==> config.mk <==
export PLATFORM = sky130hd
export DESIGN_NAME = amo_unit
export DESIGN_NICKNAME = d
export VERILOG_FILES = /design/src/rtl/amo_pkg.sv /design/src/rtl/amo_combine.sv /design/src/rtl/amo_rsv_table.sv /design/src/rtl/amo_unit.sv
export SDC_FILE = /design/constraint.sdc
export NUM_CORES = 1
export LEC_CHECK = 0
export BUFFER_PORTS_ARGS = -buffer_cell sky130_fd_sc_hd__buf_2
export CAP_MARGIN = 30
export CORE_UTILIZATION = 45
export DETAILED_ROUTE_END_ITERATION = 12
export PLACE_DENSITY = 0.72
export SLEW_MARGIN = 20
export SYNTH_ARGS = -nofsm -noshare
export SYNTH_HDL_FRONTEND = slang
export SYNTH_SLANG_ARGS = --single-unit
==> constraint.sdc <==
create_clock -name clk -period 9.2 [get_ports clk]
set_clock_uncertainty 0.2 [all_clocks]
set_input_delay 1.38 -clock clk [delete_from_list [all_inputs] [get_ports clk]]
set_output_delay 1.38 -clock clk [all_outputs]
set_load 0.02 [all_outputs]
==> src/rtl/amo_pkg.sv <==
package amo_pkg;

   typedef enum logic [3:0] {
      OPK_LR   = 4'd0,
      OPK_SC   = 4'd1,
      OPK_SWAP = 4'd2,
      OPK_ADD  = 4'd3,
      OPK_AND  = 4'd4,
      OPK_OR   = 4'd5,
      OPK_XOR  = 4'd6,
      OPK_MIN  = 4'd7,
      OPK_MAX  = 4'd8,
      OPK_MINU = 4'd9,
      OPK_MAXU = 4'd10
   } amo_kind_e;

   typedef enum logic [1:0] {
      ST_IDLE  = 2'd0,
      ST_READ  = 2'd1,
      ST_WRITE = 2'd2,
      ST_FIN   = 2'd3
   } amo_state_e;

   localparam logic [3:0] OPK_LAST = 4'd10;

   function automatic logic kind_known(input logic [3:0] k);
      return k <= OPK_LAST;
   endfunction

endpackage

==> src/rtl/amo_combine.sv <==
module amo_combine
   import amo_pkg::*;
#(
   parameter int W = 64
) (
   input  logic [3:0]   kind,
   input  logic [W-1:0] old_val,
   input  logic [W-1:0] src_val,
   output logic [W-1:0] res
);
   logic lt_s;
   logic lt_u;

   assign lt_s = $signed(old_val) < $signed(src_val);
   assign lt_u = old_val < src_val;

   always_comb begin
      case (kind)
         OPK_SWAP: res = src_val;
         OPK_ADD:  res = old_val + src_val;
         OPK_AND:  res = old_val & src_val;
         OPK_OR:   res = old_val | src_val;
         OPK_XOR:  res = old_val ^ src_val;
         OPK_MIN:  res = lt_s ? old_val : src_val;
         OPK_MAX:  res = lt_s ? src_val : old_val;
         OPK_MINU: res = lt_u ? old_val : src_val;
         OPK_MAXU: res = lt_u ? src_val : old_val;
         default:  res = src_val;
      endcase
   end
endmodule

==> src/rtl/amo_rsv_table.sv <==
module amo_rsv_table #(
   parameter int AW    = 16,
   parameter int DEPTH = 4
) (
   input  logic          clk,
   input  logic          rst_n,
   input  logic          ins_en,
   input  logic [AW-1:0] ins_addr,
   input  logic [AW-1:0] chk_addr,
   input  logic          rm_en,
   output logic          hit
);
   // entry 0 is the newest, valid entries are kept packed toward index 0
   logic [DEPTH-1:0] vld;
   logic [AW-1:0]    adr [DEPTH];
   logic [DEPTH-1:0] m_ins;
   logic [DEPTH-1:0] m_chk;
   logic [DEPTH-1:0] gone;
   logic             dup;
   logic             do_ins;
   logic             do_rm;

   always_comb begin
      logic acc;
      acc = 1'b0;
      for (int i = 0; i < DEPTH; i++) begin
         m_ins[i] = vld[i] && (adr[i] == ins_addr);
         m_chk[i] = vld[i] && (adr[i] == chk_addr);
         acc      = acc | m_chk[i];
         gone[i]  = acc;
      end
   end

   assign dup    = |m_ins;
   assign hit    = |m_chk;
   assign do_ins = ins_en && !dup;
   assign do_rm  = rm_en && hit;

   for (genvar i = 0; i < DEPTH; i++) begin : g_ent
      logic          v;
      logic [AW-1:0] a;
      logic          up_v;
      logic [AW-1:0] up_a;
      logic          dn_v;
      logic [AW-1:0] dn_a;

      if (i == DEPTH - 1) begin : g_tail
         assign up_v = 1'b0;
         assign up_a = '0;
      end else begin : g_mid
         assign up_v = vld[i+1];
         assign up_a = adr[i+1];
      end

      if (i == 0) begin : g_head
         assign dn_v = 1'b1;
         assign dn_a = ins_addr;
      end else begin : g_body
         assign dn_v = vld[i-1];
         assign dn_a = adr[i-1];
      end

      always_ff @(posedge clk) begin
         if (!rst_n) begin
            v <= 1'b0;
            a <= '0;
         end else if (do_ins) begin
            v <= dn_v;
            a <= dn_a;
         end else if (do_rm && gone[i]) begin
            v <= up_v;
            a <= up_a;
         end
      end

      assign vld[i] = v;
      assign adr[i] = a;
   end
endmodule

==> src/rtl/amo_unit.sv <==
module amo_unit
   import amo_pkg::*;
#(
   parameter int XLEN      = 64,
   parameter int ADDR_W    = 16,
   parameter int RSV_DEPTH = 4
) (
   input  logic              clk,
   input  logic              rst_n,
   input  logic              op_valid,
   input  logic [3:0]        op_kind,
   input  logic              op_word,
   input  logic [ADDR_W-1:0] op_addr,
   input  logic [XLEN-1:0]   op_src,
   output logic              busy,
   output logic              done,
   output logic [XLEN-1:0]   done_val,
   output logic              mem_req,
   output logic              mem_we,
   output logic [ADDR_W-1:0] mem_addr,
   output logic [XLEN-1:0]   mem_wdata,
   output logic [XLEN/8-1:0] mem_be,
   input  logic [XLEN-1:0]   mem_rdata,
   input  logic              mem_ready
);
   localparam int              BE_W    = XLEN / 8;
   localparam logic            WORD_OK = (XLEN == 64);
   localparam logic [BE_W-1:0] LOW_BE  = BE_W'(15);

   if (XLEN != 32 && XLEN != 64) begin : g_bad_xlen
      $error("amo_unit: XLEN must be 32 or 64");
   end
   if (RSV_DEPTH < 1) begin : g_bad_depth
      $error("amo_unit: RSV_DEPTH must be at least 1");
   end
   if (ADDR_W < 4) begin : g_bad_aw
      $error("amo_unit: ADDR_W too small");
   end

   amo_state_e        st;
   logic [3:0]        cur_kind;
   logic              cur_word;
   logic [ADDR_W-1:0] cur_addr;
   logic [XLEN-1:0]   cur_src;
   logic [XLEN-1:0]   result;
   logic [XLEN-1:0]   wdata_q;

   logic              accept;
   logic              tbl_hit;
   logic              ins_en;
   logic              rm_en;
   logic [XLEN-1:0]   old_val;
   logic [XLEN-1:0]   src_eff;
   logic [XLEN-1:0]   comb_res;
   logic [BE_W-1:0]   be_wr;

   assign accept = (st == ST_IDLE) && op_valid && kind_known(op_kind);
   assign rm_en  = accept && (op_kind == OPK_SC);
   assign ins_en = (st == ST_READ) && mem_ready && (cur_kind == OPK_LR);

   // lane handling: word forms only exist on the wide datapath
   if (XLEN == 64) begin : g_wide
      assign old_val = cur_word ? {{(XLEN-32){mem_rdata[31]}}, mem_rdata[31:0]}
                                : mem_rdata;
      assign src_eff = cur_word ? {{(XLEN-32){cur_src[31]}}, cur_src[31:0]}
                                : cur_src;
      assign be_wr   = cur_word ? LOW_BE : '1;
   end else begin : g_narrow
      assign old_val = mem_rdata;
      assign src_eff = cur_src;
      assign be_wr   = '1;
   end

   amo_combine #(.W(XLEN)) u_comb (
      .kind    (cur_kind),
      .old_val (old_val),
      .src_val (src_eff),
      .res     (comb_res)
   );

   amo_rsv_table #(.AW(ADDR_W), .DEPTH(RSV_DEPTH)) u_tbl (
      .clk      (clk),
      .rst_n    (rst_n),
      .ins_en   (ins_en),
      .ins_addr (cur_addr),
      .chk_addr (op_addr),
      .rm_en    (rm_en),
      .hit      (tbl_hit)
   );

   always_ff @(posedge clk) begin
      if (!rst_n) begin
         st       <= ST_IDLE;
         cur_kind <= '0;
         cur_word <= 1'b0;
         cur_addr <= '0;
         cur_src  <= '0;
         result   <= '0;
         wdata_q  <= '0;
      end else begin
         case (st)
            ST_IDLE: begin
               if (accept) begin
                  cur_kind <= op_kind;
                  cur_word <= op_word & WORD_OK;
                  cur_addr <= op_addr;
                  cur_src  <= op_src;
                  if (op_kind == OPK_SC) begin
                     if (tbl_hit) begin
                        wdata_q <= op_src;
                        result  <= '0;
                        st      <= ST_WRITE;
                     end else begin
                        result  <= XLEN'(1);
                        st      <= ST_FIN;
                     end
                  end else begin
                     st <= ST_READ;
                  end
               end
            end
            ST_READ: begin
               if (mem_ready) begin
                  result <= old_val;
                  if (cur_kind == OPK_LR) begin
                     st <= ST_FIN;
                  end else begin
                     wdata_q <= comb_res;
                     st      <= ST_WRITE;
                  end
               end
            end
            ST_WRITE: begin
               if (mem_ready) st <= ST_FIN;
            end
            default: st <= ST_IDLE;
         endcase
      end
   end

   assign busy      = (st != ST_IDLE);
   assign done      = (st == ST_FIN);
   assign done_val  = result;
   assign mem_req   = (st == ST_READ) || (st == ST_WRITE);
   assign mem_we    = (st == ST_WRITE);
   assign mem_addr  = cur_addr;
   assign mem_wdata = wdata_q;
   assign mem_be    = (st == ST_WRITE) ? be_wr : '1;
endmodule

## After elaboration in Yosys (flattened, before gate mapping)

Index checks and enable logic that the tools add are counted.

- Add/sub/neg operators: 1
- Multiply operators: 0
- Div/mod/pow operators: 0
- $lt $le $gt $ge: 3
- Equal/unequal tests: 26
- Shift-type cells: 0
- Muxes and demuxes: 43
- Bitwise operators: 6
- Reductions and logical operators: 35

Operators by type and width:

| operator | count |
|---|---|
| $mux W64 | 14 |
| $pmux W64 S8 | 1 |
| $pmux W64 S2 | 2 |
| $eq A16 B16 Y1 | 8 |
| $lt A64 B64 Y1 | 2 |
| $mux W16 | 8 |
| $add A64 B64 Y64 | 1 |
| $and A64 B64 Y64 | 1 |
| $or A64 B64 Y64 | 1 |
| $xor A64 B64 Y64 | 1 |
| $logic_and A1 B1 Y1 | 19 |
| $eq A4 B3 Y1 const B | 4 |
| $mux W8 | 2 |
| $eq A4 B4 Y1 const B | 3 |
| $reduce_bool A2 Y1 | 6 |
| $mux W1 | 11 |
| $mux W2 | 4 |
| $reduce_or A4 Y1 | 2 |
| $ne A2 B1 Y1 const B | 3 |
| $ne A2 B2 Y1 const B | 3 |
| $pmux W2 S3 | 1 |
| $reduce_and A6 Y1 | 1 |
| $eq A2 B2 Y1 const B | 2 |
| $eq A4 B1 Y1 const B | 1 |
| 11 further kinds | 13 |

- Register bits: 283
- Bits in latches: 0
- Bits in writable memories: 0
- Bits in read-only memories: 0
- Bits of input ports: 153
- Output and inout port bits: 156
- Memories kept: 0

## Longest topological paths before layout

Gate-level depths: netlist of run 1.

- Depth after elaboration: 8
- Depth in mapped cells: 22
- Mapped depth without buffers: 16

## Modules after synthesis

Synthesis of run 1 repeated with hierarchy kept, for this count alone.

- Cells, all modules: 3,176
- Area, all modules: 24,199.5 um^2

By module, submodules not included:

| module | times used | cells each | area an instance (um^2) |
|---|---|---|---|
| amo_combine | 1 | 1,531 | 9,923.3 |
| amo_unit | 1 | 1,138 | 9,791.9 |
| amo_rsv_table | 1 | 507 | 4,484.3 |

## Least setup slack after synthesis of run 1

OpenSTA, ideal clock, no wires.

- Path kind: in2reg
- Start point: input port mem_rdata[31]
- End point: register wdata_q[34] (netlist: mem_wdata[34])
- Library setup time: 0.120 ns
- Data arrival time: 5.128 ns
- Data required time: 8.880 ns
- Slack: 3.752 ns
- Stages: 20
- Cells stage by stage: inv_1 > nor2_1 > clkbuf_1 > buf_1 > a21o_1 > inv_1 > ha_1 > buf_6 > nor4_1 > nand3_1 > nor4_1 > o31ai_1 > a21oi_1 > a211oi_2 > mux2_4 > o21bai_2 > buf_6 > a2111oi_4 > nor2_1 > o31a_1

- Longest elaborated chain between the ends: 7
- Elaborated cells on any way between the ends: 15
- Those cells by class: add/sub: 1; order compare: 2; mux: 9; bitwise: 3

RTL lines:

| what | RTL line | text |
|---|---|---|
| from (decl) | amo_unit.sv:23 | `input logic [XLEN-1:0] mem_rdata,` |
| $mux W64 * | amo_unit.sv:63 | `assign old_val = cur_word ? {{(XLEN-32){mem_rdata[31]}}, mem_rdata[31:0]}` |
| $lt A64 B64 Y1, on equally long branches | amo_combine.sv:15, amo_combine.sv:14 |  |
| $mux W64, on equally long branches | -- |  |
| $pmux W64 S8 * | amo_combine.sv:18 | `case (kind)` |
| $mux W64 * | amo_unit.sv:125 | `if (cur_kind == OPK_LR) begin` |
| $mux W64 * | amo_unit.sv:123 | `if (mem_ready) begin` |
| $pmux W64 S2 * | amo_unit.sv:101 | `case (st)` |
| to (signal assigned) | amo_unit.sv:110 | `wdata_q <= op_src;` |
| to (signal assigned) | amo_unit.sv:128 | `wdata_q <= comb_res;` |
| to (decl) | amo_unit.sv:46 | `logic [XLEN-1:0] wdata_q;` |

Every way passes the cells marked *; elsewhere a longest branch is shown, timed or not. The select of a mux whose other input is x is not followed.
A chain may end at the register's enable or synchronous reset.

## Worst setup path in the final report of run 1

- Start point: input port mem_rdata[31]
- End point: register wdata_q[38] (netlist: mem_wdata[38])

Same word-level chain as after synthesis.

==> results of run 1 <==
## logic make-up after synthesis
kind of cell             share of synthesized area [%]
XOR/XNOR                                          6.46
AND/OR/NAND/NOR                                   18.0
AO/OA/AOI/OAI                                     28.7
buffers and inverters                             8.15
adder cells (fa/ha/maj)                           10.9
multiplexers                                      2.76
other                                           0.0166
flip-flops                                        25.0
## synthesized netlist by cell type, types with 22 or more instances
| cell | number | area [um^2] |
|---|---|---|
| nand4_1 | 43 | 269 |
| nor2_1 | 232 | 871 |
| nor3_1 | 53 | 265 |
| nor4_1 | 26 | 163 |
| a22oi_1 | 49 | 368 |
| a221oi_1 | 58 | 508 |
| a21oi_1 | 360 | 1800 |
| o21bai_1 | 22 | 165 |
| xnor2_1 | 91 | 797 |
| nand2_1 | 392 | 1470 |
| buf_2 | 38 | 190 |
| mux2i_1 | 56 | 561 |
| o21ai_0 | 102 | 510 |
| a21o_1 | 87 | 653 |
| o211ai_1 | 29 | 218 |
| o22ai_1 | 42 | 263 |
| xor2_1 | 73 | 639 |
| a211oi_1 | 60 | 450 |
| clkbuf_1 | 196 | 736 |
| inv_1 | 164 | 616 |
| nand3_1 | 105 | 526 |
| ha_1 | 196 | 2450 |
| o221ai_1 | 22 | 193 |
| dfxtp_1 | 283 | 5670 |
## stage by stage
step | instances | instance area (um^2) | util, % | setup slack (ps)
floorplan | 3058 | 22700 | - | 3750
global placement | 3786 | 24200 | 49.1 | 2070
detailed placement | 3789 | 24300 | 49.2 | 2030
CTS | 3850 | 25400 | 51.5 | 2570
global route | 3860 | 25400 | 51.7 | 2350
finish | 3862 | 25500 | 51.7 | 2490
## worst min-delay path, delay by kind of cell, from the launching register on
family | cells | cell delay, ps
flops | 1 | 300
simple gates | 1 | 50
compound gates | 1 | 50
## state kept, by name (all words and copies together) (netlist names), 2 cells and up
signal,flops
u_tbl.g_ent.up_a,48
cur_kind,4
cur_src,64
u_tbl.g_ent.up_v,3
mem_wdata,64
done_val,64
u_tbl.g_ent.a,16
mem_addr,16
st,2
## layer usage
layer | wire, um | GRT usage (%) | vias up
met5 | 66 | 0 | -
met4 | 3880 | 15.3 | 10
met3 | 7520 | 6.53 | 224
met2 | 36800 | 49.6 | 1085
met1 | 35000 | 41.4 | 11100
li1 | - | - | 11100
## path summary, 6_finish.rpt
kind	slack (ps)	end	start
min	250	done_val[28]	done_val[28]
min reg2reg	250	done_val[28]	done_val[28]
max reg2reg	2540	mem_wdata[38]	cur_word
max	2490	mem_wdata[38]	mem_rdata[31]
## area by class of cell
type / count / share of cell area (%)
multi-input cells: 2329 / 59.9
flip-flops and latches: 283 / 22.3
repair buffers: 346 / 7.52
clock buffers: 48 / 4.00
well taps: 664 / 3.26
inverters: 171 / 2.55
clock inverters: 13 / 0.413
diodes: 8 / 0.0786
## power by group
group	internal [mW]	leakage, nW	switching (mW)	total, mW
Combinational	0.864	7.93	1.84	2.70
Clock	0.804	0.561	0.575	1.38
Sequential	1.40	2.30	0.180	1.58
Total	3.07	10.8	2.59	5.67
==> results.md, run 1 <==
- Setup_tns: 0 ps
- CP Capture Type: register
- Worst min path class: reg -> reg
- Slew HR: 35.1%
- CP Max Fanout: 33
- Global-route wire length before repair: 127000 um
- DRT iter0 DRCs: ~2200
- Rows: 81
- Starting Density: 46.0%
- Required time of the critical path: 9440 ps
- Pwr Total: between 5 and 6 mW
- Synth Flop Type: dfxtp_1
- Storage element area: 0.00567 mm^2
- Period minus WS final: 6710 ps
- Worst-path cell chain: buf_2 -> inv_1 -> nor2_2 -> buf_4 -> a21o_1 -> inv_1 -> ha_1 -> nor4_2 -> nand4_1 -> nor4_1 -> o31ai_1 -> a21oi_1 -> a211oi_2 -> buf_4 -> mux2_4 -> a21o_4 -> nor2_1 -> o221ai_1 -> a32o_1
- Fill cells: 4916
- Largest net degree at the start of global routing: 111
- Area Overhead vs Synth: 12.4%
- Fin Hold WS: 245 ps
- Post-route DRC violation count: 0
- Crit-path slowest cell: nor2_1
- Peak VDD IR: 0.167 mV
- Max-Cap Viols: 0
- Pwr/cell area: 223 mW/mm^2
- Syn Inst Count: just over 3000
- Part of the Yosys area used for sequential elements: 25.0%
- Grt total ovfl: 0
- Critical Path Source Type: primary input
- Fmax: 0.149 GHz
- Final setup viols: 0
- Final Wtd Congestion: between 0.9 and 1
- Final Slew Violations: 0
- DR pass1 iterations: 6
- Post-synth cell types: 90
- Post-synth EDFFs: 0
- TritonCTS buffer count: 35
- Antenna-violating nets left: 0
- Vias: between 20000 and 25000
- Hold Path Depth: 2
- Longest Clk Path Bufs: 3
- Worst slew pin tran: 973 ps
- Htree depth: 2
- Post-CTS Repair Setup Buffers: 0
- Multi-input gate area: about 0.015 mm^2
- R2R cell count: 18
- Leak pwr: 10.8 nW
- CORE AREA: slightly below 0.05 mm^2
- Levels on crit path: 19
- Post-cts resize count: 0
- Wire per inst: 21.6 um
- Worst Path Arrival: 6950 ps
- Clk_lat worst skew: 570 ps
- Critical Path Max Stage Delay: 680 ps
- Root buffer cell: clkbuf_16
- Final period util: 72.9%
- GRT Resource Usage Total: 31.7%
- Yosys warning count: 0
- Detailed Place HPWL: 59000 um
- CTS tree: done
- Reg clk slew, reported paths: ~60 ps
- # clock sinks: 283
- Final WL: 83300 um
- Average size of a mapped cell: 7.41 um^2
- FF+latch count, synth: 283
- Post-CTS Hold Buffers: 0
- Die X: roughly 230 um
- Hold Fails Final Rpt: 0
- RSZ-0062 raised after global routing: false
- Synthesized area: 0.0227 mm^2
- Critical path buffer and inverter count: 5
- Vias in the first global route: 21800
- CP delay by family, top: simple AND/OR/NAND/NOR gates
- Die area: 0.0512 mm^2
- Die Y: 226 um
- WS Path Type: in -> reg
- Commonest non-fill, non-tap cell in the layout: nand2_1
- Vias/cell: 6.08
- Status: complete, no violations
- Final nets: 3516
- Most frequent cells in the layout: 392 x nand2_1, 357 x a21oi_1, 304 x buf_2, 283 x dfxtp_1, 229 x nor2_1
- Initial antenna violation count: 13
- Number of port buffers: 304
- Boundary pin count: 309
- Synth async-reset ratio: 0%
- Share of cells above drive strength 1: 14.7%
(Power assumes the default switching activity.)
==> run 2: changes to the inputs <==
Settings changed: PLACE_DENSITY 0.72 to 0.74.
Clock period 9.2 ns to 5.5 ns, I/O delays scaled along.
==> run 2 against run 1 <==
Net effect:
- worst setup slack got worse by 2200 ps
- non-clock buffer count rose by 76
- wire length rose by 2.7%
- critical path depth did not move
- largest cell class unchanged
==> results.md, run 2 (same netlist as run 1, synthesis figures left out) <==
- Antenna-violating nets left: 0 (unchanged)
- Multi-input gate area: 0.0153 mm^2 (about the same)
- Vias in the first global route: 22100 (was 21800)
- Longest Clk Path Bufs: 3 (unchanged)
- Root buffer cell: clkbuf_16 (unchanged)
- Boundary pin count: 309 (unchanged)
- Dpl ws: 136 ps (was 2030 ps)
- Critical Path Source Type: register (was primary input)
- Hold path start: done_val[39] (was done_val[28])
- CTS tree: done (unchanged)
- Starting Density: 46.0% (unchanged)
- Period minus WS final: 5160 ps
- Crit-path slowest cell: o21bai_4 (was nor2_1)
- Most frequent cells in the layout: 392 x nand2_1, 357 x a21oi_1, 304 x buf_2, 283 x dfxtp_1, 229 x nor2_1 (unchanged)
- Worst-path cell chain: inv_2 -> nor2_2 -> buf_12 -> a21o_1 -> inv_1 -> ha_1 -> nor4_2 -> nand4_1 -> nor4_1 -> o31ai_1 -> a21oi_1 -> a211oi_2 -> buf_4 -> xnor2_4 -> o21bai_4 -> buf_4 -> a221oi_1 -> a211o_1 -> a21oi_1 (was buf_2 -> inv_1 -> nor2_2 -> buf_4 -> a21o_1 -> inv_1 -> ha_1 -> nor4_2 -> nand4_1 -> nor4_1 -> o31ai_1 -> a21oi_1 -> a211oi_2 -> buf_4 -> mux2_4 -> a21o_4 -> nor2_1 -> o221ai_1 -> a32o_1)
- DRT iter0 DRCs: 2324 (was 2199)
- Pwr/cell area: 376 mW/mm^2 (was 223 mW/mm^2)
- Die area: 0.0512 mm^2 (unchanged)
- Wire per inst: 21.7 um (was 21.6 um)
- Initial antenna violation count: 10 (was 13)
- WS Path Type: reg -> reg (was in -> reg)
- Detailed Place HPWL: 61200 um (was 59000 um)
- Rows: 81 (unchanged)
- GRT Resource Usage Total: 32.3% (was 31.7%)
- Busiest layer in global routing: met2 (unchanged)
- Clk_lat worst skew: 560 ps (was 570 ps)
- Peak VDD IR: 0.436 mV (was 0.167 mV)
- Setup_tns: 0 ps (unchanged)
- TritonCTS buffer count: 34 (was 35)
- Global-route wire length before repair: 129000 um (was 127000 um)
- Final period util: ~94%
- Die Y: 226 um (unchanged)
- Final setup viols: 0 (unchanged)
- Final worst slack: 339 ps (was 2490 ps)
- Share of cells above drive strength 1: 16.6% (was 14.7%)
- Worst Path Arrival: 5450 ps (was 6950 ps)
- R2R cell count: 19 (was 18)
- CP Max Fanout: 32 (was 33)
- Reg clk slew, reported paths: 60 ps (about the same)
- Post-route DRC violation count: 0 (unchanged)
- Area Overhead vs Synth: 15.2% (was 12.4%)
- Hold Path Depth: 2 (unchanged)
- Final Wtd Congestion: 1.04 (was 0.978)
- Commonest non-fill, non-tap cell in the layout: nand2_1 (unchanged)
- Met1 GRT Util: 42.3% (was 41.4%)
- CP Capture Type: register (unchanged)
- Storage element area: 0.00567 mm^2 (unchanged)
- Worst R2R End: mem_wdata[12] (was mem_wdata[38])
- # clock sinks: 283 (unchanged)
- RSZ-0062 raised after global routing: false (unchanged)
- GR Util met3: 5.93% (was 6.53%)
- DR pass1 iterations: 6 (unchanged)
- Finished Cell Area: 0.0261 mm^2 (was 0.0255 mm^2)
- Vias: 24100 (was 23500)
- Critical Path Max Stage Delay: 490 ps (was 680 ps)
- Worst slew pin tran: 1010 ps (was 973 ps)
- Final Util: 53.0% (was 51.7%)
- Worst min path class: reg -> reg (unchanged)
- Vias/cell: 6.13 (was 6.08)
- Setup slack, reg-to-reg: 340 ps (was 2540 ps)
- Worst Hold Endpoint: done_val[39] (was done_val[28])
- CORE AREA: 0.0493 mm^2 (unchanged)
- Final Slew Violations: 0 (unchanged)
- Status: complete, no violations (unchanged)
- Final WL: 85500 um (was 83300 um)
- Htree depth: 2 (unchanged)
- Met2 Usage GRT: 51.3% (was 49.6%)
- RR Startpoint: cur_word (unchanged)
- Number of port buffers: 304 (unchanged)
- Max-Cap Viols: 0 (unchanged)
- Grt total ovfl: 0 (unchanged)
- Post-CTS Repair Setup Buffers: 0 (unchanged)
- Required time of the critical path: 5790 ps (was 9440 ps)
- Fmax: between 0.15 and 0.2 GHz
- Slew HR: 32.4% (was 35.1%)
- Post-CTS Hold Buffers: 0 (unchanged)
- Fill cells: 4824 (was 4916)
- Die X: 226 um (unchanged)
- Leak pwr: 11.2 nW (was 10.8 nW)
- Final nets: 3591 (was 3516)
- Hold Fails Final Rpt: 0 (unchanged)
- Post-cts resize count: 0 (unchanged)
- Instance area after placement: 0.0249 mm^2 (was 0.0243 mm^2)
- Largest net degree at the start of global routing: 166 (was 111)
- Fin Hold WS: 246 ps (was 245 ps)
run 2: cell type report:
| class | count | share of cell area (%) |
|---|---|---|
| Multi-Input combinational cell | 2329 | 58.5 |
| Clock buffer | 44 | 3.73 |
| Antenna cell | 4 | 0.0384 |
| Clock inverter | 15 | 0.734 |
| Tap cell | 664 | 3.19 |
| Sequential cell | 283 | 21.7 |
| Inverter | 171 | 2.49 |
| Timing Repair Buffer | 422 | 9.63 |
run 2: worst max path at each step:
stage | start | endpoint | slack [ps] | cells after the start
4_1_cts | cur_word | mem_wdata[6] | 430 | 19
2_1_floorplan | mem_rdata[31] | mem_wdata[34] | 610 | 20
5_1_grt | cur_word | mem_wdata[26] | 40 | 18
6_report | cur_word | mem_wdata[12] | 340 | 19
3_3_place_gp | mem_rdata[31] | mem_wdata[6] | 240 | 20
3_5_place_dp | mem_rdata[31] | mem_wdata[6] | 140 | 20
run 2: critical path, delay by kind of cell, from the launching register on:
kind	cells	cell delay, ps
xor+xnor	1	140
compound gates	8	1590
flops	1	420
simple gates	4	1260
buf+inv	5	1060
fa+ha+maj	1	370
run 2: stage by stage:
step / std cells / power (mW)
after global placement: 3865 / 7.28
after global routing: 3931 / 10.3
final: 3932 / 9.82
after detailed placement: 3868 / 7.31
after floorplan: 3058 / 5.76
after CTS: 3927 / 9.75
run 2: metal layers:
layer	part of all wire (%)	vias up
li1	-	11200
met1	42	11400
met2	45	1235
met3	9.0	232
met4	4.0	12
met5	0.087	-
run 2: report_power, final:
part	total (mW)	switching, mW	internal (mW)
clock	2.43	0.989	1.44
combinational	4.72	3.14	1.59
sequential	2.66	0.316	2.35
total	9.82	4.44	5.37
